==> src/rtl/regwr_packer_pkg.sv <==
package regwr_packer_pkg;
  localparam logic [7:0] OPC_DIRECT  = 8'h01;
  localparam logic [7:0] OPC_INDEXED = 8'h09;
  localparam logic [3:0] BE_ALL      = 4'hF;
  localparam int         SLOTS       = 4;
  localparam int         ALIGN_WORDS = 16;

  typedef enum logic [1:0] {ST_IDLE, ST_EMIT, ST_FILL} emit_state_t;

  function automatic logic [31:0] direct_header(input logic [19:0] off);
    return {OPC_DIRECT, BE_ALL, off};
  endfunction

  function automatic logic [31:0] indexed_header(input logic [19:0] off);
    return {OPC_INDEXED, 4'h0, off};
  endfunction
endpackage

==> src/rtl/regwr_planner.sv <==
module regwr_planner
  import regwr_packer_pkg::*;
#(
  parameter int PW = 13
) (
  input  logic                  req_indexed,
  input  logic [19:0]           req_offset,
  input  logic [31:0]           req_data,
  input  logic [PW-1:0]         free_pos,
  input  logic [PW-1:0]         ins_pos,
  input  logic [PW-1:0]         burst_cnt,
  input  logic                  burst_live,
  input  logic [19:0]           burst_off,
  output logic [2:0]            n_words,
  output logic [SLOTS-1:0][PW-1:0] slot_addr,
  output logic [SLOTS-1:0][31:0]   slot_data,
  output logic [PW-1:0]         nxt_free,
  output logic [PW-1:0]         nxt_ins,
  output logic [PW-1:0]         nxt_cnt,
  output logic                  nxt_live,
  output logic [19:0]           nxt_off
);
  logic [PW-1:0] aligned;
  logic [PW-1:0] bumped;
  logic          extend;

  assign aligned = free_pos + {{(PW-1){1'b0}}, free_pos[0]};
  assign bumped  = burst_cnt + PW'(1);
  assign extend  = req_indexed && burst_live && (req_offset == burst_off);

  always_comb begin
    n_words   = 3'd0;
    slot_addr = '0;
    slot_data = '0;
    nxt_free  = free_pos;
    nxt_ins   = ins_pos;
    nxt_cnt   = burst_cnt;
    nxt_live  = burst_live;
    nxt_off   = burst_off;
    if (!req_indexed) begin
      slot_addr[0] = free_pos;
      slot_data[0] = req_data;
      slot_addr[1] = free_pos + PW'(1);
      slot_data[1] = direct_header(req_offset);
      n_words      = 3'd2;
      nxt_ins      = free_pos;
      nxt_free     = free_pos + PW'(2);
      nxt_live     = 1'b0;
    end else if (extend) begin
      slot_addr[0] = free_pos;
      slot_data[0] = req_data;
      slot_addr[1] = ins_pos;
      slot_data[1] = 32'(bumped);
      n_words      = 3'd2;
      nxt_free     = free_pos + PW'(1);
      nxt_cnt      = bumped;
      if (!free_pos[0]) begin
        slot_addr[2] = free_pos + PW'(1);
        slot_data[2] = 32'd0;
        n_words      = 3'd3;
      end
    end else begin
      slot_addr[0] = aligned;
      slot_data[0] = 32'd1;
      slot_addr[1] = aligned + PW'(1);
      slot_data[1] = indexed_header(req_offset);
      slot_addr[2] = aligned + PW'(2);
      slot_data[2] = req_data;
      slot_addr[3] = aligned + PW'(3);
      slot_data[3] = 32'd0;
      n_words      = 3'd4;
      nxt_ins      = aligned;
      nxt_free     = aligned + PW'(3);
      nxt_cnt      = PW'(1);
      nxt_live     = 1'b1;
      nxt_off      = req_offset;
    end
  end
endmodule

==> src/rtl/regwr_emitter.sv <==
module regwr_emitter
  import regwr_packer_pkg::*;
#(
  parameter int CAP_WORDS = 2048,
  parameter int AW        = 11,
  parameter int PW        = 13
) (
  input  logic                     clk,
  input  logic                     rst,
  input  logic                     load,
  input  logic [2:0]               n_words,
  input  logic [SLOTS-1:0][PW-1:0] slot_addr,
  input  logic [SLOTS-1:0][31:0]   slot_data,
  input  logic                     fill_start,
  input  logic [PW-1:0]            fill_from,
  input  logic [PW-1:0]            fill_to,
  output logic                     busy,
  output logic                     fill_done,
  output logic                     mem_we,
  output logic [AW-1:0]            mem_addr,
  output logic [31:0]              mem_wdata
);
  localparam logic [PW-1:0] CAP_P = PW'(CAP_WORDS);

  emit_state_t             st;
  logic [SLOTS-1:0][PW-1:0] held_addr;
  logic [SLOTS-1:0][31:0]   held_data;
  logic [2:0]              held_n;
  logic [1:0]              idx;
  logic [PW-1:0]           ptr;
  logic [PW-1:0]           lim;
  logic [PW-1:0]           cur_addr;

  assign busy      = (st != ST_IDLE);
  assign fill_done = (st == ST_FILL) && (ptr == lim);
  assign cur_addr  = held_addr[idx];

  always_ff @(posedge clk) begin
    if (rst) begin
      st        <= ST_IDLE;
      held_addr <= '0;
      held_data <= '0;
      held_n    <= 3'd0;
      idx       <= 2'd0;
      ptr       <= '0;
      lim       <= '0;
      mem_we    <= 1'b0;
      mem_addr  <= '0;
      mem_wdata <= '0;
    end else begin
      mem_we <= 1'b0;
      case (st)
        ST_IDLE: begin
          if (load && n_words != 3'd0) begin
            held_addr <= slot_addr;
            held_data <= slot_data;
            held_n    <= n_words;
            idx       <= 2'd0;
            st        <= ST_EMIT;
          end else if (fill_start) begin
            ptr <= fill_from;
            lim <= fill_to;
            st  <= ST_FILL;
          end
        end
        ST_EMIT: begin
          mem_we    <= (cur_addr < CAP_P);
          mem_addr  <= cur_addr[AW-1:0];
          mem_wdata <= held_data[idx];
          idx       <= idx + 2'd1;
          if ({1'b0, idx} == held_n - 3'd1) st <= ST_IDLE;
        end
        ST_FILL: begin
          if (ptr != lim) begin
            mem_we    <= (ptr < CAP_P);
            mem_addr  <= ptr[AW-1:0];
            mem_wdata <= 32'd0;
            ptr       <= ptr + PW'(1);
          end else begin
            st <= ST_IDLE;
          end
        end
        default: st <= ST_IDLE;
      endcase
    end
  end

  AST_EMIT_BACK_TO_BACK: assert property (@(posedge clk) disable iff (rst)
    (st == ST_EMIT && cur_addr < CAP_P) |=> mem_we);
endmodule

==> src/rtl/regwr_packer.sv <==
module regwr_packer
  import regwr_packer_pkg::*;
#(
  parameter int CAP_WORDS = 2048,
  localparam int AW = $clog2(CAP_WORDS),
  localparam int PW = AW + 2,
  localparam int TW = PW + 2
) (
  input  logic          clk,
  input  logic          rst,
  input  logic          req_valid,
  output logic          req_ready,
  input  logic          req_indexed,
  input  logic [19:0]   req_offset,
  input  logic [31:0]   req_data,
  input  logic          flush,
  output logic          mem_we,
  output logic [AW-1:0] mem_addr,
  output logic [31:0]   mem_wdata,
  output logic          overflow,
  output logic          tail_valid,
  output logic [TW-1:0] tail_bytes
);
  localparam logic [PW-1:0] CAP_P  = PW'(CAP_WORDS);
  localparam logic [PW-1:0] ALN_M1 = PW'(ALIGN_WORDS - 1);

  logic [PW-1:0] free_pos, ins_pos, burst_cnt;
  logic          burst_live;
  logic [19:0]   burst_off;

  logic [2:0]               n_words;
  logic [SLOTS-1:0][PW-1:0] slot_addr;
  logic [SLOTS-1:0][31:0]   slot_data;
  logic [PW-1:0] nxt_free, nxt_ins, nxt_cnt;
  logic          nxt_live;
  logic [19:0]   nxt_off;

  logic          busy, fill_done;
  logic          accept, full, take, flush_go;
  logic [PW-1:0] tail_words;
  logic [PW-1:0] tail_hold;

  assign req_ready  = !busy && !flush;
  assign accept     = req_valid && req_ready;
  assign full       = (free_pos >= CAP_P);
  assign take       = accept && !full;
  assign flush_go   = flush && !busy;
  assign tail_words = (free_pos + ALN_M1) & ~ALN_M1;

  regwr_planner #(.PW(PW)) u_plan (
    .req_indexed(req_indexed), .req_offset(req_offset), .req_data(req_data),
    .free_pos(free_pos), .ins_pos(ins_pos), .burst_cnt(burst_cnt),
    .burst_live(burst_live), .burst_off(burst_off),
    .n_words(n_words), .slot_addr(slot_addr), .slot_data(slot_data),
    .nxt_free(nxt_free), .nxt_ins(nxt_ins), .nxt_cnt(nxt_cnt),
    .nxt_live(nxt_live), .nxt_off(nxt_off)
  );

  regwr_emitter #(.CAP_WORDS(CAP_WORDS), .AW(AW), .PW(PW)) u_emit (
    .clk(clk), .rst(rst), .load(take), .n_words(n_words),
    .slot_addr(slot_addr), .slot_data(slot_data),
    .fill_start(flush_go), .fill_from(free_pos), .fill_to(tail_words),
    .busy(busy), .fill_done(fill_done),
    .mem_we(mem_we), .mem_addr(mem_addr), .mem_wdata(mem_wdata)
  );

  always_ff @(posedge clk) begin
    if (rst) begin
      free_pos   <= '0;
      ins_pos    <= '0;
      burst_cnt  <= '0;
      burst_live <= 1'b0;
      burst_off  <= '0;
      overflow   <= 1'b0;
      tail_valid <= 1'b0;
      tail_bytes <= '0;
      tail_hold  <= '0;
    end else begin
      tail_valid <= 1'b0;
      if (flush_go) tail_hold <= tail_words;
      if (accept && full) overflow <= 1'b1;
      if (take) begin
        free_pos   <= nxt_free;
        ins_pos    <= nxt_ins;
        burst_cnt  <= nxt_cnt;
        burst_live <= nxt_live;
        burst_off  <= nxt_off;
      end
      if (fill_done) begin
        free_pos   <= '0;
        ins_pos    <= '0;
        burst_cnt  <= '0;
        burst_live <= 1'b0;
        overflow   <= 1'b0;
        tail_valid <= 1'b1;
        tail_bytes <= {tail_hold, 2'b00};
      end
    end
  end

  AST_BUSY_AFTER_TAKE: assert property (@(posedge clk) disable iff (rst)
    take |=> !req_ready);
  AST_DROP_NO_WRITE: assert property (@(posedge clk) disable iff (rst)
    (accept && full) |=> !mem_we);
  AST_OVF_CLEARS_AT_TAIL: assert property (@(posedge clk) disable iff (rst)
    $fell(overflow) |-> tail_valid);
  AST_TAIL_ALIGNED: assert property (@(posedge clk) disable iff (rst)
    tail_valid |-> (tail_bytes[5:0] == 6'd0));
  AST_TAIL_ONE_PULSE: assert property (@(posedge clk) disable iff (rst)
    tail_valid |=> !tail_valid);
  AST_FLUSH_FIRST: assert property (@(posedge clk) disable iff (rst)
    flush_go |=> !req_ready);
endmodule

==> config.mk <==
export PLATFORM = sky130hd
export DESIGN_NAME = regwr_packer
export DESIGN_NICKNAME = d
export VERILOG_FILES = /design/src/rtl/regwr_packer_pkg.sv /design/src/rtl/regwr_planner.sv /design/src/rtl/regwr_emitter.sv /design/src/rtl/regwr_packer.sv
export SDC_FILE = /design/constraint.sdc
export NUM_CORES = 1
export LEC_CHECK = 0
export ABC_AREA = 1
export ABC_CLOCK_PERIOD_IN_PS = 2700
export BUFFER_PORTS_ARGS = -buffer_cell sky130_fd_sc_hd__buf_4
export CORE_UTILIZATION = 60
export CTS_BUF_LIST = sky130_fd_sc_hd__clkbuf_4 sky130_fd_sc_hd__clkbuf_8 sky130_fd_sc_hd__clkbuf_16
export DETAILED_ROUTE_END_ITERATION = 12
export GPL_TIMING_DRIVEN = 0
export PLACE_DENSITY = 0.8
export SLEW_MARGIN = 10
export SYNTH_ARGS = -nofsm -noshare
export SYNTH_HDL_FRONTEND = slang
export SYNTH_SLANG_ARGS = --single-unit
==> constraint.sdc <==
create_clock -name clk -period 2.7 [get_ports clk]
set_clock_uncertainty 0.1 [all_clocks]
set_input_delay 0.27 -clock clk [delete_from_list [all_inputs] [get_ports clk]]
set_output_delay 0.27 -clock clk [all_outputs]
set_load 0.01 [all_outputs]
==> reports/summary.log <==
[sta] worst hold slack across all endpoints 69.0 ps
[critical_path] worst setup path class register to register
[global_route] GRT Residual Overflow 0
[cts] cell at the root of the clock tree sky130_fd_sc_hd__clkbuf_16
[sta] Final min period 2630 ps
[flow_run] max-cap violations 0
[logic_synthesis] Seq/Total Area, Yosys 0.408
[sta] final setup violation count 0
[power] static leakage 7.12 nW
[global_route] number of antenna violations at the first check in global routing 2
[power] sequential power share 0.355
[sta] tightest slew margin relative to the limit 0.366
[logic_synthesis] synthesized netlist cell count 2083
[sta] hold violation total from the final report 0
[die] CORE AREA 22900 um2
[cts] number of clock sinks 289
[die] io pins 119
[route] number of DRC markers in iteration 0 2226
[hold_path] beginning of the worst hold path req_indexed
[power] power dissipated by switching net loads 5.70 mW
[sta] final count of pins violating max slew 0
[place] Final HPWL DP 36800 um
[global_route] first-pass GRT wire length 78100 um
[run_status] result of the run completed
[route] routed wire length per instance 19.8 um
[hold_path] WHS Endpoint burst_cnt[5]
[critical_path] slowest library cell on the worst path sky130_fd_sc_hd__dfxtp_4
[power] relative contribution of combinational cells to total power 0.341
[critical_path] ordered cell list for the critical path ha_1, nand3_2, nor2_1, nand3_1, a21oi_1, nand3_1, nand2_1, nand2_1, nand3_1, nand2_1, inv_1
[cells_and_area] number of antenna cells inserted 0
[cells_and_area] number of nets in the final layout 2359
[critical_path] crit end category register
[die] Site Rows 55
[cts] deepest clock path buffer count 3
[power] clock group share of total power 0.304
[cts] CTS Buf Count 30
[hold_path] worst min-delay path category primary input to register
[cells_and_area] ratio of cells with drive above 1 in the final layout 0.125
[global_route] vias in the first global route 14.2k
[critical_path] critical path required time 3120 ps
[critical_path] worst reg2reg endpoint free_pos[11]
[hold_path] Worst Hold Path Cells 4
[logic_synthesis] synthesized flop and latch total 289
[cts] CTS tree yes
[logic_synthesis] Post-Syn Area 14200 um2
[place] weighted congestion reported at the end of routability-driven placement 1.04
[die] Die H 156 um
[die] initial core utilization 0.618
[route] number of antenna-violating nets in the routed design 0
[logic_synthesis] count of yosys warnings during synthesis 0
[critical_path] startpoint of the lowest-slack register-to-register path free_pos[1]
[route] Vias 15.9k
[route] number of search-and-repair iterations in the first detailed-routing pass 8
[route] routed wire length 51900 um
[place] number of buffers added on ports 112
[critical_path] largest fanout of any net on the critical path 6
[route] via density per instance 6.05
[cts] clock latency on the worst-skew pair 570 ps
[power] power per cell area 883 nW/um2
[die] Die Footprint 24200 um2
[sta] unrepaired setup endpoints after global routing no
[critical_path] path depth of the worst reg2reg path 11
[power] cell internal pwr 9.44 mW
[global_route] pin count of the biggest net entering global routing 16
[logic_synthesis] Avg Synthesized Cell Area 6.80 um2
[place] pre-CTS setup slack -286 ps
[critical_path] critical path startpoint category register
[die] floorplan die width 156 um
[route] DRC errors left 0
[sta] transition time at the pin with the least slew margin 951 ps
[cells_and_area] core occupancy in the finished layout 0.748
[critical_path] data arrival time of the critical path 3060 ps
[cells_and_area] Area Growth Syn to Fin 20.9%
[cts] clock transition at the registers of the reported paths 70 ps
[power] switching power share of the total 0.376
[sta] final worst setup slack 66.5 ps
[sta] final critical-path share of the clock period 0.975
[sta] Fmax 380 MHz
[place] Cell Area, Placed 15400 um2
[global_route] total global routing track utilization 0.418
[logic_synthesis] post-synth cell types 50
[power] largest voltage drop on the vdd net 0.568 mV
[cts] H-Tree Depth 1
[cells_and_area] post-route cell area 17100 um2
[critical_path] minimum setup slack among reg-to-reg paths 70 ps
[critical_path] Worst path max stage delay 410 ps
[cells in the final DEF, fill, tap and decap left out, drive strengths merged, types with 8 or more instances in the layout]
cell type | synthesis | layout
a21oi | 224 | 224
a22o | 9 | 9
a31oi | 23 | 23
buf | 67 | 177
clkbuf | 67 | 117
clkinv | 4 | 8
dfxtp | 289 | 289
dlygate4sd3 | 0 | 54
ha | 15 | 15
inv | 158 | 158
nand2 | 514 | 514
nand3 | 101 | 101
nand4 | 18 | 18
nor2 | 265 | 265
nor3 | 23 | 23
o211ai | 18 | 18
o21ai | 199 | 199
o22ai | 32 | 32
xnor2 | 8 | 8
xor2 | 15 | 15
[what timing repair did]
action                     CTS  global route
hold endpoints to repair   103             0
pin swaps                    0             1
gates resized for setup      7            16
setup buffers                1             1
hold buffers                54             0
setup endpoints to repair    9            38
[registers in the layout, summed over array words and instances (netlist names), 2 cells and up]
register and count:
u_emit.mem_addr 11, u_emit.lim 9, u_emit.st 2, u_emit.mem_wdata 32
u_emit.ptr 13, u_emit.held_n 2, tail_hold 9, u_emit.idx 2
burst_cnt 13, u_emit.held_addr 51, tail_bytes 9, free_pos 13
u_emit.held_data 86, burst_off 20, ins_pos 13
[synth_stat cells (all sizes together)]
library cell,number,area (um2)
and2,4,25.0
o21ai,199,996
conb,1,3.75
nor3,23,120
clkbuf,67,253
a21boi,4,30.0
o311ai,2,17.5
o211ai,18,150
o211a,1,10.0
nand4,18,113
a21oi,224,1120
o22ai,32,200
nor2,265,1080
o221ai,2,17.5
inv,158,593
xnor2,8,70.1
nand3,101,521
a22oi,1,7.51
ha,15,188
a22o,9,78.8
nor4,1,6.26
buf,67,378
clkinv,4,15.0
nand3b,4,30.0
or2,5,31.3
o21bai,1,7.51
a31oi,23,144
xor2,15,131
nand2,514,1980
a211oi,6,50.1
dfxtp,289,5790
nor2b,1,8.76
o31ai,1,7.51
[power by group through the flow]
stage          Sequential, mW  Combinational (mW)  Clock (mW)
5_1_grt                  5.43                5.58        4.76
6_report                 5.37                5.17        4.60
4_1_cts                  5.35                4.97        4.58
3_5_place_dp             5.43                4.86           0
3_3_place_gp             5.41                4.77           0
2_1_floorplan            5.46                2.94           0
[routing by layer]
| layer | routed length (um) | vias to the layer above | share of wire | global-route usage |
|---|---|---|---|---|
| li1 | - | 7237 | - | - |
| met1 | 19700 | 7297 | 0.38 | 0.564 |
| met5 | 0 | - | 0 | 0 |
| met3 | 7330 | 200 | 0.14 | 0.0931 |
| met2 | 22400 | 1148 | 0.43 | 0.639 |
| met4 | 2420 | 0 | 0.047 | 0.184 |
[critical path: cells and delay by family (launching register included)]
kind	cells	cell delay, ps
AOI/OAI and AO/OA	1	370
adders and majority gates	1	330
buffers and inverters	1	50
DFF	1	410
and+or+nand+nor	8	1340
[worst max-delay path by stage]
stage / cells past startpoint / slack [ps] / endpoint / from
2_1_floorplan: 17 / 440 / free_pos[11] / free_pos[1]
3_3_place_gp: 17 / -220 / free_pos[11] / free_pos[1]
3_5_place_dp: 17 / -290 / free_pos[11] / free_pos[1]
4_1_cts: 15 / 20 / free_pos[11] / free_pos[0]
5_1_grt: 12 / 7 / burst_off[14] / u_emit.st[0]
6_report: 11 / 70 / free_pos[11] / free_pos[1]
[cell type report]
class                   instances  area (um2)
repair buffers                168        1400
inverters                     162         612
multi-input cells            1503        7190
well taps                     313         392
clock buffers                  47         953
plain buffers                 133         641
flip-flops and latches        289        5790
fillers                      1925        5780
clock inverters                 9         160
[logic make-up after synthesis]
family          Yosys count  share of synthesized area
fa+ha+maj                15                     0.0132
simple gates            936                      0.276
xor+xnor                 23                     0.0142
buf+inv                 296                     0.0874
flops                   289                      0.408
other cells               1                   0.000265
compound gates          523                      0.201
[per-stage QoR]
step	power, mW	instances	setup TNS, ps
after floorplan	8.41	2088	0
after global placement	10.2	2513	-578
after detailed placement	10.3	2513	-956
after CTS	14.9	2623	0
after global routing	15.8	2624	0
final	15.1	2624	0
Note: power is estimated with default switching activity, not from simulation.
